===== src/rtl/dual_uart_pkg.sv =====
package dual_uart_pkg;
  localparam int REG_ADDR_W = 3;
  localparam int BYTE_W     = 8;
  localparam int COND_W     = 4;

  typedef enum logic [REG_ADDR_W-1:0] {
    SLOT_DATA    = 3'd0,
    SLOT_IEN     = 3'd1,
    SLOT_IDENT   = 3'd2,
    SLOT_LINE    = 3'd3,
    SLOT_MODEM   = 3'd4,
    SLOT_LSTAT   = 3'd5,
    SLOT_MSTAT   = 3'd6,
    SLOT_SCRATCH = 3'd7
  } regSlot_e;

  // Per-channel strobe bundle from bus control to channel datapath
  typedef struct packed {
    logic                  wrFire;
    logic                  rdFire;
    logic [REG_ADDR_W-1:0] regAddr;
    logic [BYTE_W-1:0]     wrData;
  } busStrobe_t;
endpackage


===== src/rtl/uart_bus_ctrl.sv =====
module uart_bus_ctrl
  import dual_uart_pkg::*;
#(
  parameter int NUM_CH  = 2,
  parameter int SYNC_ST = 2
) (
  input  logic                         clk,
  input  logic                         rst,
  input  logic [NUM_CH-1:0]            csN,
  input  logic [REG_ADDR_W-1:0]        regAddr,
  input  logic                         rdN,
  input  logic                         wrN,
  input  logic [BYTE_W-1:0]            busIn,
  output busStrobe_t [NUM_CH-1:0]      chStrobe
);
  localparam int PIPE_W = SYNC_ST + 1;

  logic [PIPE_W-1:0] rdPipe;
  logic [PIPE_W-1:0] wrPipe;
  logic              rdFall;
  logic              wrFall;

  always_ff @(posedge clk) begin
    if (rst) begin
      rdPipe <= '1;
      wrPipe <= '1;
    end else begin
      rdPipe <= {rdPipe[PIPE_W-2:0], rdN};
      wrPipe <= {wrPipe[PIPE_W-2:0], wrN};
    end
  end

  // Falling edge seen after the synchroniser stages
  assign rdFall = rdPipe[PIPE_W-1] & ~rdPipe[PIPE_W-2];
  assign wrFall = wrPipe[PIPE_W-1] & ~wrPipe[PIPE_W-2];

  for (genvar ch = 0; ch < NUM_CH; ch++) begin : g_strobe
    always_comb begin
      chStrobe[ch].rdFire  = rdFall & ~csN[ch];
      chStrobe[ch].wrFire  = wrFall & ~csN[ch];
      chStrobe[ch].regAddr = regAddr;
      chStrobe[ch].wrData  = busIn;
    end
  end

  AST_READ_ONE_SHOT: assert property (@(posedge clk) disable iff (rst)
    rdFall |=> !rdFall);
  AST_WRITE_ONE_SHOT: assert property (@(posedge clk) disable iff (rst)
    wrFall |=> !wrFall);
endmodule


===== src/rtl/uart_rx_ready.sv =====
module uart_rx_ready #(
  parameter int LVL_W = 6
) (
  input  logic             clk,
  input  logic             rst,
  input  logic [LVL_W-1:0] rxLevel,
  input  logic             dmaBlock,
  input  logic [1:0]       trigSel,
  output logic             rxRdyN
);
  logic [LVL_W-1:0] trigVal;
  logic             blockAct;
  logic             blockHeld;
  logic             notEmpty;

  always_comb begin
    unique case (trigSel)
      2'd0:    trigVal = LVL_W'(1);
      2'd1:    trigVal = LVL_W'(4);
      2'd2:    trigVal = LVL_W'(8);
      default: trigVal = LVL_W'(14);
    endcase
  end

  assign notEmpty = (rxLevel != '0);
  assign blockAct = (rxLevel >= trigVal) | (blockHeld & notEmpty);

  always_ff @(posedge clk) begin
    if (rst) blockHeld <= 1'b0;
    else     blockHeld <= blockAct;
  end

  assign rxRdyN = dmaBlock ? ~blockAct : ~notEmpty;

  AST_EMPTY_NOT_READY: assert property (@(posedge clk) disable iff (rst)
    (rxLevel == '0) |-> rxRdyN);
  AST_WAIT_FOR_TRIGGER: assert property (@(posedge clk) disable iff (rst)
    (dmaBlock && !$past(blockAct) && rxLevel < trigVal) |-> rxRdyN);
  AST_SINGLE_FOLLOWS_LEVEL: assert property (@(posedge clk) disable iff (rst)
    (!dmaBlock && notEmpty) |-> !rxRdyN);
endmodule


===== src/rtl/uart_chan_regs.sv =====
module uart_chan_regs
  import dual_uart_pkg::*;
(
  input  logic               clk,
  input  logic               rst,
  input  busStrobe_t         strobe,
  input  logic [BYTE_W-1:0]  rxByte,
  input  logic [COND_W-1:0]  intCond,
  output logic [BYTE_W-1:0]  rdData,
  output logic               irqOut,
  output logic               irqOe,
  output logic               op2Out,
  output logic               rxPop,
  output logic               txPush,
  output logic               dmaBlock,
  output logic [1:0]         trigSel
);
  logic [COND_W-1:0] ienReg;
  logic [BYTE_W-1:0] lineReg;
  logic [4:0]        modemReg;
  logic [BYTE_W-1:0] scratchReg;
  logic              fcrBlock;
  logic [1:0]        fcrTrig;
  logic [COND_W-1:0] pending;
  logic [3:0]        identCode;
  logic              wrHit;

  assign wrHit = strobe.wrFire;

  always_ff @(posedge clk) begin
    if (rst) begin
      ienReg     <= '0;
      lineReg    <= '0;
      modemReg   <= '0;
      scratchReg <= '0;
      fcrBlock   <= 1'b0;
      fcrTrig    <= 2'b00;
    end else if (wrHit) begin
      unique case (regSlot_e'(strobe.regAddr))
        SLOT_IEN:     ienReg     <= strobe.wrData[COND_W-1:0];
        SLOT_IDENT: begin
          fcrBlock <= strobe.wrData[3];
          fcrTrig  <= strobe.wrData[7:6];
        end
        SLOT_LINE:    lineReg    <= strobe.wrData;
        SLOT_MODEM:   modemReg   <= strobe.wrData[4:0];
        SLOT_SCRATCH: scratchReg <= strobe.wrData;
        default: ;
      endcase
    end
  end

  assign pending = ienReg & intCond;

  // Priority: line error, rx data, tx empty, modem status
  always_comb begin
    if (pending[2])      identCode = 4'h6;
    else if (pending[0]) identCode = 4'h4;
    else if (pending[1]) identCode = 4'h2;
    else if (pending[3]) identCode = 4'h0;
    else                 identCode = 4'h1;
  end

  always_comb begin
    unique case (regSlot_e'(strobe.regAddr))
      SLOT_DATA:    rdData = rxByte;
      SLOT_IEN:     rdData = {4'h0, ienReg};
      SLOT_IDENT:   rdData = {4'h0, identCode};
      SLOT_LINE:    rdData = lineReg;
      SLOT_MODEM:   rdData = {3'b000, modemReg};
      SLOT_SCRATCH: rdData = scratchReg;
      default:      rdData = '0;
    endcase
  end

  assign irqOe    = modemReg[3];
  assign op2Out   = ~modemReg[3];
  assign irqOut   = modemReg[3] & (|pending);
  assign rxPop    = strobe.rdFire & (strobe.regAddr == SLOT_DATA);
  assign txPush   = strobe.wrFire & (strobe.regAddr == SLOT_DATA);
  assign dmaBlock = fcrBlock;
  assign trigSel  = fcrTrig;

  AST_MODEM_BIT_TO_OE: assert property (@(posedge clk) disable iff (rst)
    (wrHit && strobe.regAddr == SLOT_MODEM) |=> (irqOe == $past(strobe.wrData[3])));
  AST_IRQ_NEEDS_DRIVE: assert property (@(posedge clk) disable iff (rst)
    !irqOe |-> !irqOut);
  AST_IRQ_HAS_IDENT: assert property (@(posedge clk) disable iff (rst)
    irqOut |-> (identCode[0] == 1'b0));
  AST_POP_SINGLE_CYCLE: assert property (@(posedge clk) disable iff (rst)
    rxPop |=> !rxPop);
endmodule


===== src/rtl/dual_uart_hostif.sv =====
module dual_uart_hostif
  import dual_uart_pkg::*;
#(
  parameter int NUM_CH     = 2,
  parameter int FIFO_DEPTH = 32,
  parameter int SYNC_ST    = 2,
  localparam int LVL_W     = $clog2(FIFO_DEPTH + 1)
) (
  input  logic                       clk,
  input  logic                       rst,
  input  logic [NUM_CH-1:0]          csN,
  input  logic [REG_ADDR_W-1:0]      regAddr,
  input  logic                       rdN,
  input  logic                       wrN,
  input  logic [BYTE_W-1:0]          busIn,
  output logic [BYTE_W-1:0]          busOut,
  output logic                       busOe,
  input  logic [NUM_CH*BYTE_W-1:0]   rxByte,
  input  logic [NUM_CH*LVL_W-1:0]    rxLevel,
  input  logic [NUM_CH*COND_W-1:0]   intCond,
  output logic [NUM_CH-1:0]          irqOut,
  output logic [NUM_CH-1:0]          irqOe,
  output logic [NUM_CH-1:0]          op2Out,
  output logic [NUM_CH-1:0]          rxRdyN,
  output logic [NUM_CH-1:0]          rxPop,
  output logic [NUM_CH-1:0]          txPush,
  output logic [BYTE_W-1:0]          txByte
);
  busStrobe_t [NUM_CH-1:0] chStrobe;
  logic [BYTE_W-1:0]       chRdData [NUM_CH];

  uart_bus_ctrl #(.NUM_CH(NUM_CH), .SYNC_ST(SYNC_ST)) ctrl_i (
    .clk(clk), .rst(rst), .csN(csN), .regAddr(regAddr),
    .rdN(rdN), .wrN(wrN), .busIn(busIn), .chStrobe(chStrobe)
  );

  for (genvar ch = 0; ch < NUM_CH; ch++) begin : g_chan
    logic       dmaBlock;
    logic [1:0] trigSel;

    uart_chan_regs regs_i (
      .clk(clk), .rst(rst), .strobe(chStrobe[ch]),
      .rxByte(rxByte[ch*BYTE_W +: BYTE_W]),
      .intCond(intCond[ch*COND_W +: COND_W]),
      .rdData(chRdData[ch]), .irqOut(irqOut[ch]), .irqOe(irqOe[ch]),
      .op2Out(op2Out[ch]), .rxPop(rxPop[ch]), .txPush(txPush[ch]),
      .dmaBlock(dmaBlock), .trigSel(trigSel)
    );

    uart_rx_ready #(.LVL_W(LVL_W)) rdy_i (
      .clk(clk), .rst(rst), .rxLevel(rxLevel[ch*LVL_W +: LVL_W]),
      .dmaBlock(dmaBlock), .trigSel(trigSel), .rxRdyN(rxRdyN[ch])
    );
  end

  // Lowest-numbered selected channel owns the read bus
  always_comb begin
    busOut = '0;
    for (int ch = NUM_CH - 1; ch >= 0; ch--) begin
      if (!csN[ch]) busOut = chRdData[ch];
    end
  end

  assign busOe  = ~rdN & ~(&csN);
  assign txByte = chStrobe[0].wrData;

  AST_BUS_QUIET_WHEN_IDLE: assert property (@(posedge clk) disable iff (rst)
    (&csN) |-> !busOe);
  AST_NO_STROBE_WITHOUT_SELECT: assert property (@(posedge clk) disable iff (rst)
    (&csN) |-> (rxPop == '0 && txPush == '0));
endmodule


===== config.mk =====
export PLATFORM = sky130hd
export DESIGN_NAME = dual_uart_hostif
export DESIGN_NICKNAME = d
export VERILOG_FILES = /design/src/rtl/dual_uart_pkg.sv /design/src/rtl/uart_bus_ctrl.sv /design/src/rtl/uart_rx_ready.sv /design/src/rtl/uart_chan_regs.sv /design/src/rtl/dual_uart_hostif.sv
export SDC_FILE = /design/constraint.sdc
export NUM_CORES = 1
export LEC_CHECK = 0
export BUFFER_PORTS_ARGS = -buffer_cell sky130_fd_sc_hd__buf_2
export CELL_PAD_IN_SITES_DETAIL_PLACEMENT = 0
export CELL_PAD_IN_SITES_GLOBAL_PLACEMENT = 1
export CORE_ASPECT_RATIO = 2
export CORE_UTILIZATION = 40
export DETAILED_ROUTE_END_ITERATION = 12
export PLACE_DENSITY = 0.8
export SYNTH_ARGS = -nofsm -noshare
export SYNTH_HDL_FRONTEND = slang
export SYNTH_HIERARCHICAL = 1
export SYNTH_SLANG_ARGS = --single-unit

===== constraint.sdc =====
create_clock -name clk -period 2.8 [get_ports clk]
set_input_delay 0.28 -clock clk [delete_from_list [all_inputs] [get_ports clk]]
set_output_delay 0.28 -clock clk [all_outputs]
set_load 0.005 [all_outputs]

* Word level (Yosys, flattened, before mapping) *
Index checks and enable logic that the tools add are counted.

storage, ports and cells
  word-level logic and storage cells = 92
  output and inout port bits = 29
  flip-flop bits (word level) = 64
  input bits = 53

operators by class
  reductions and logical operators = 18
  multiplexer cells = 16
  equal/unequal tests = 9
  bitwise operators = 31
  order comparisons = 2

operators with widths
  kind                  number
  $pmux W8 S6           2
  $mux W4               6
  $pmux W4 S3           2
  $reduce_and A2 Y1     11
  $mux W8               2
  $and A1 B1 Y1         15
  $ge A6 B4 Y1          2
  $not A1 Y1            12
  $reduce_bool A6 Y1    2
  $and A4 B4 Y4         2
  $reduce_or A4 Y1      2
  $eq A3 B2 Y1 const B  2
  $eq A3 B3 Y1 const B  2
  $eq A2 B1 Y1 const B  2
  $eq A2 B2 Y1 const B  2
  $logic_not A2 Y1      2
  $mux W1               4
  $eq A3 B1 Y1 const B  1
  $logic_not A3 Y1      1
  $or A1 B1 Y1          2

* Longest topological paths before layout *
Gate-level depths: netlist of the first run.

  word-level depth = 8
  gate-level depth with buffers = 8
  mapped depth without buffers = 5

* By module *
The synthesis of the first run kept the hierarchy.

by module, submodules not included
  module            cells an instance  sequential area each (sq um)  instances  area an instance (sq um)
  uart_chan_regs    172                560.5                         2          1386.3
  uart_bus_ctrl     38                 120.1                         1          352.8
  uart_rx_ready     21                 20.0                          2          167.7
  dual_uart_hostif  15                 0.0                           1          111.4

* Least setup slack after synthesis of the first run *
No wires, ideal clock.

  kind = input -> output
  start point = in regAddr[1]
  end point = out busOut[1]
  setup slack = 0.996 ns
  buffers on the path = 2
  data arrival time = 1.524 ns
  stages = 7
  required time = 2.520 ns
  path through = buf_4 > buf_6 > and2_4 > a221oi_1 > a21oi_1 > a311o_1 > a22o_2

RTL lines
  item         RTL line                text
  from (decl)  dual_uart_hostif.sv:12  input logic [REG_ADDR_W-1:0] regAddr,
  to (decl)    dual_uart_hostif.sv:16  output logic [BYTE_W-1:0] busOut,

==> flow_summary_export.csv, run 1 <==
group,metric,value,unit
synthesis,synth_top_area_cell,"dfxtp_1",
routing,wl_met2,5.64,mm
routing,dr.pass1.iters,4,
synthesis,synthesis.instances,439,
critical_path,cpLargestDelayFamily,"compound AO/OA/AOI/OAI gates",
critical_path,max_stage_delay,0.57,ns
cts,cts_tree,"done",
placement,hpwl,7.57,mm
synthesis,avgSynthCellArea,8.14,µm²
critical_path,path_max_fanout,44,
critical_path,startpoint,"regAddr[2]",
timing,max-slew-margin-rel,0.420,
die,io_pins,82,
die,start_util,0.413,
timing,slew_violations,0,
global_routing,grt_pass1_vias,3081,
critical_path,slowest_stage,"buf_2",
timing,tns,0,ns
pwr,combPwrFrac,0.097,
synthesis,synth_commonest_cells,"nand2_1, dfxtp_1, a21oi_1",
flow_run,max-cap-violations,0,
timing,setup_violations,0,
synthesis,yosysUniqueCellTypes,48,
worst_hold_path,worstHoldStart,"wrN",
cells_and_area,fin_util,0.481,
cts,root_buffer,"clkbuf_16",
die,fp.dieH,136,µm
routing,wl_per_cell,16.6,µm
global_routing,grt_pass1_wl,15.2,mm
cells_and_area,insertedDiodeCount,0,
timing,rsz0062_at_grt,"false",
pwr,fin_total_pwr,2.19,mW
cts,numCtsBuffers,9,
cts,cts_post_setup_buffers_inserted,0,
cells_and_area,fin_nets,556,
synthesis,synth_most_common_cell,"nand2_1",
timing,fin_crit_sh,0.813,
cts,hold_buffers,0,
critical_path,cp_common_cell,"buf_2",
cells_and_area,drive_gt1_frac,0.270,
routing,drt_iter0_drc,157,
critical_path,end_kind,"output pin",
routing,routed.top_layer,"met4",
synthesis,synth_area_leaders,"dfxtp_1, nand2_1, mux2i_1",
timing,hold_ws,0.123,ns
cells_and_area,synthToLayoutAreaGrowth,16.4,%
global_routing,grt_use_total,0.228,
status,outcome,"complete, no violations",
synthesis,synthArstFlopShare,0,
synthesis,ys_ff_latch,64,
routing,drc_errors,0,
worst_hold_path,min-delay-path-class,"in2reg",
die,coreArea,0.00865,mm²
timing,fin_crit,2.28,ns
critical_path,critPathArrivalTime,2.00,ns
synthesis,synth_flop_cell,"dfxtp_1",
pwr,power_density,527,mW/mm²
synthesis,mappedNetlistNets,500,
cts,clock_latency,0.33,ns
die,die_area,0.00934,mm²
synthesis,syn_area,0.00357,mm²
routing,ant_nets,0,
synthesis,ys.warnings.count,6,
critical_path,crit_path_cell_trace,"buf_2, nor2_1, a21oi_1, o22ai_1, a31o_2, a22o_2, buf_2",
synthesis,synth-seq-area-share,0.359,
pwr,power.switching,0.519,mW
die,die_x,68.8,µm
pwr,swShare,0.236,
routing,drt-met1-wl,3.56,mm
timing,clock.fmax,0.439,GHz
cells_and_area,final-seq-area,0.00128,mm²
global_routing,grt-ovfl-total,0,
global_routing,antenna_found_initial,0,
cells_and_area,fillers,894,
global_routing,grt_max_degree,50,
routing,vias_per_cell,5.44,
pwr,seqPwrFrac,0.422,
timing,finalHoldViolCount,0,
placement,gp_congestion,0.867,
critical_path,crit_type,"in2out",
cts,cts_sinks,64,
pwr,vdd_drop_max,0.412,mV
timing,fin_skew,0.00355,ns
cts,path_clk_slew,0.05,ns
die,num_rows,48,
pwr,internal-power,1.68,mW
critical_path,path_buf_inv,2,
routing,vias,3263,
critical_path,timing.rr.start,"ctrl_i/wrPipe[1]$_SDFF_PP1_",
cells_and_area,multiInputGateArea,0.00195,mm²
cts,cts_buffer_depth,2,
critical_path,critPathLaunchType,"input pin",
synthesis,synth-edff-count,0,
synthesis,netlist.area_leader.share,0.359,
critical_path,required,2.52,ns
routing,wl,9.94,mm
pwr,leakagePower,1.56,nW
pwr,pwr-share-clk,0.481,
timing,worstMarginPinSlew,0.870,ns
cts,cts_max_level,3,
placement,io_buffers,81,
cts,ctsResizeCount,0,
routing,route.met3.wl,374,µm
worst register-to-register path, stage by stage, from the launching register on:
cell,delay [ns]
dfxtp_1,0.32
nor3b_1,0.19
buf_4,0.17
nand2b_4,0.07
nor3b_4,0.42
mux2i_1,0.27
nor2_1,0.05
per-layer routing:
metal / vias to the layer above / global-route usage
met4: 0 / 0.120
met5: - / 0
met1: 1528 / 0.223
li1: 1627 / -
met2: 84 / 0.419
met3: 24 / 0.0505
final timing paths:
path,cells past startpoint,slack [ns],endpoint
max reg2reg,6,1.17,g_chan[1].regs_i/modemReg[2]$_SDFFE_PP0P_
max,7,0.52,busOut[3]
min reg2reg,1,0.40,ctrl_i/rdPipe[1]$_SDFF_PP1_
min,2,0.12,ctrl_i/wrPipe[0]$_SDFF_PP1_
placed cells by master, fill, tap and decap left out, drive strengths merged, types with 4 or more instances in the layout:
cell type	count
o21ai	12
or2	8
nand3	10
nand2	80
and3	4
nand2b	4
a21oi	49
inv	13
clkbuf	14
mux2i	26
ha	8
a22oi	16
dfxtp	64
nor2	42
a221oi	4
nor3	4
buf	89
and2	4
a22o	6
nor3b	8
stage by stage:
step / instances / setup WS, ns / area, µm²
2_1_floorplan: 439 / 0.996 / 3570
3_3_place_gp: 584 / 0.602 / 3870
3_5_place_dp: 584 / 0.595 / 3870
4_1_cts: 600 / 0.568 / 4160
5_1_grt: 600 / 0.454 / 4160
6_report: 600 / 0.524 / 4160
power groups by stage:
| stage | combinational (mW) | sequential [mW] | clock (mW) |
|---|---|---|---|
| final | 0.213 | 0.925 | 1.06 |
| after global routing | 0.233 | 0.925 | 1.13 |
| after CTS | 0.215 | 0.924 | 1.08 |
| after detailed placement | 0.214 | 0.944 | 0 |
| after global placement | 0.212 | 0.943 | 0 |
| after floorplan | 0.145 | 0.942 | 0 |
logic make-up after synthesis:
kind of cell             Yosys count  synth area share
flip-flops                        64             0.359
buffers and inverters             57            0.0949
AND/OR/NAND/NOR                  175             0.240
adder cells (fa/ha/maj)            8            0.0280
AO/OA/AOI/OAI                    107             0.200
multiplexers                      28            0.0792
registers in the layout, summed over array words and instances (netlist names):
| signal | flops |
|---|---|
| g_chan.rdy_i/blockHeld | 2 |
| g_chan.regs_i/lineReg | 16 |
| g_chan.regs_i/modemReg | 10 |
| g_chan.regs_i/trigSel | 4 |
| ctrl_i/rdPipe | 3 |
| g_chan.regs_i/dmaBlock | 2 |
| ctrl_i/wrPipe | 3 |
| g_chan.regs_i/scratchReg | 16 |
| g_chan.regs_i/ienReg | 8 |
layout make-up:
cell class	instances	share of cell area
inverters	13	0.0117
well taps	100	0.0301
repair buffers	89	0.112
multi-input cells	318	0.469
clock buffers	14	0.0659
flip-flops and latches	64	0.308
clock inverters	2	0.00301
Note: power is estimated with default switching activity, not from simulation.
==> run 2: changes to the inputs <==
- clock period: 2.8 -> 2.2 ns (I/O delays scaled with it)
==> run 2 against run 1 <==
  * Via count down 0.43%
  * Sequential share of layout area is 0.21 points lower
  * Clock power grew 18%
  * Global-route usage fell by 0.48 points
  * Register-to-register slack got worse by 0.55 ns
  * Flip-flop and latch count stayed put
  * Hold slack got worse by 0.062 ns
  * Critical path depth decreased by 1
  * Non-clock buffer count is 8 higher
  * Clock-buffer cell count fell by 1
==> flow_summary_export.csv, run 2 (synthesized netlist as in run 1, its figures left out) <==
group,metric,value,unit
timing,fin_crit,1.98,ns
cells_and_area,synthToLayoutAreaGrowth,17.2,%
cells_and_area,drive_gt1_frac,0.277,
timing,finalHoldViolCount,0,
die,start_util,0.413,
routing,dr.pass1.iters,5,
cells_and_area,insertedDiodeCount,0,
cts,hold_buffers,0,
timing,clock.fmax,0.505,GHz
cells_and_area,fillers,872,
cts,cts_buffer_depth,2,
die,die_area,0.00934,mm²
cts,cts_post_setup_buffers_inserted,0,
cells_and_area,mostFrequentLayoutCell,"buf_2",
cts,path_clk_slew,0.05,ns
global_routing,grt_max_degree,35,
pwr,vdd_drop_max,0.361,mV
routing,wl_per_cell,16.2,µm
timing,max-slew-margin-rel,0.620,
cts,cts_sinks,64,
routing,vias_per_cell,5.36,
cts,numCtsBuffers,9,
die,num_rows,48,
die,io_pins,82,
status,outcome,"complete, no violations",
critical_path,path_max_fanout,4,
global_routing,antenna_found_initial,0,
cells_and_area,fin_nets,564,
timing,fin_skew,0.00468,ns
placement,gp_congestion,0.818,
critical_path,end_kind,"output pin",
die,coreArea,0.00865,mm²
critical_path,required,1.98,ns
timing,rsz0062_at_grt,"false",
global_routing,grt_use_total,0.223,
placement,hpwl,7.49,mm
timing,slew_violations,0,
cts,cts_max_level,3,
critical_path,max_stage_delay,0.36,ns
global_routing,grt-ovfl-total,0,
cells_and_area,final-seq-area,0.00128,mm²
critical_path,slowest_stage,"dfxtp_1",
timing,tns,0,ns
routing,drt_iter0_drc,218,
timing,worstMarginPinSlew,0.570,ns
pwr,power_density,646,mW/mm²
routing,ant_nets,0,
worst_hold_path,min-delay-path-class,"in2reg",
cts,ctsResizeCount,0,
critical_path,critPathLaunchType,"flop",
critical_path,crit_path_cell_trace,"inv_1, ha_1, a2111oi_2, o21ai_1, a21oi_1, buf_2",
global_routing,grt_pass1_vias,3052,
global_routing,grt_pass1_wl,14.9,mm
routing,drc_errors,0,
cells_and_area,fin_util,0.484,
cells_and_area,reg_top3,"g_chan.regs_i/lineReg (16), g_chan.regs_i/scratchReg (16), g_chan.regs_i/modemReg (10)",
flow_run,max-cap-violations,0,
pwr,leakagePower,1.59,nW
die,fp.dieH,136,µm
cts,cts_tree,"done",
timing,setup_violations,0,
placement,io_buffers,81,
routing,wl,9.81,mm
cts,clock_latency,0.33,ns
cts,root_buffer,"clkbuf_16",
routing,vias,3249,
cells_and_area,multiInputGateArea,0.00195,mm²
critical_path,crit_type,"reg2out",
die,die_x,68.8,µm
cells_and_area,final_cell_mix,"buf_2, nand2_1, dfxtp_1",
critical_path,critPathArrivalTime,1.76,ns
timing,fin_crit_sh,0.901,
## run 2: changes by cell type in the layout (fill, tap and decap cells not counted)
cell / change
clkbuf_8: -2
clkinvlp_4: -1
buf_4: +8
clkbuf_1: +1
## run 2: power by group
| part | internal, mW | switching [mW] |
|---|---|---|
| clock network | 0.777 | 0.471 |
| registers | 1.17 | 0.00539 |
| logic | 0.115 | 0.164 |
| total | 2.06 | 0.641 |
## run 2: metrics by stage
stage | cells | setup WS, ns | cell area (µm²) | power, mW | hold slack [ns]
after global routing | 606 | 0.0105 | 4190 | 2.80 | 0.0625
after global placement | 592 | 0.303 | 3930 | 1.48 | 0.388
after detailed placement | 592 | 0.283 | 3930 | 1.48 | 0.395
after floorplan | 439 | 0.516 | 3570 | 1.38 | 0.317
final | 606 | 0.219 | 4190 | 2.71 | 0.0613
after CTS | 606 | 0.186 | 4190 | 2.73 | 0.0569
## run 2: area by class of cell
type                       instances  share of cell area
sequential                        64               0.306
timing repair buffer              97               0.125
inverter                          13              0.0117
clock inverter                     1             0.00120
tap                              100              0.0299
multi-input combinational        318               0.466
clock buffer                      13              0.0598
## run 2: worst paths after layout
| check | startpoint | slack [ns] | endpoint | cells after the start |
|---|---|---|---|---|
| worst max-delay path | g_chan[1].regs_i/trigSel[1]$_SDFFE_PP0P_ | 0.22 | rxRdyN[1] | 6 |
| worst min register to register | ctrl_i/rdPipe[0]$_SDFF_PP1_ | 0.41 | ctrl_i/rdPipe[1]$_SDFF_PP1_ | 1 |
| worst min-delay path | wrN | 0.06 | ctrl_i/wrPipe[0]$_SDFF_PP1_ | 2 |
| worst max register to register | ctrl_i/wrPipe[1]$_SDFF_PP1_ | 0.62 | g_chan[1].regs_i/modemReg[0]$_SDFFE_PP0P_ | 6 |
## run 2: worst max-delay path, delay by kind of cell, from the launching register on
kind                       cells  cell delay, ns
AOI/OAI and AO/OA              3            0.58
adders and majority gates      1            0.31
buffers and inverters          2            0.18
DFF                            1            0.36
## run 2: metal layers
layer / track usage / up-vias / wire length (µm)
met5: 0 / - / 0
met4: 0.0873 / 0 / 225
met3: 0.0547 / 12 / 427
met2: 0.418 / 87 / 5480
met1: 0.221 / 1509 / 3680
li1: - / 1641 / -
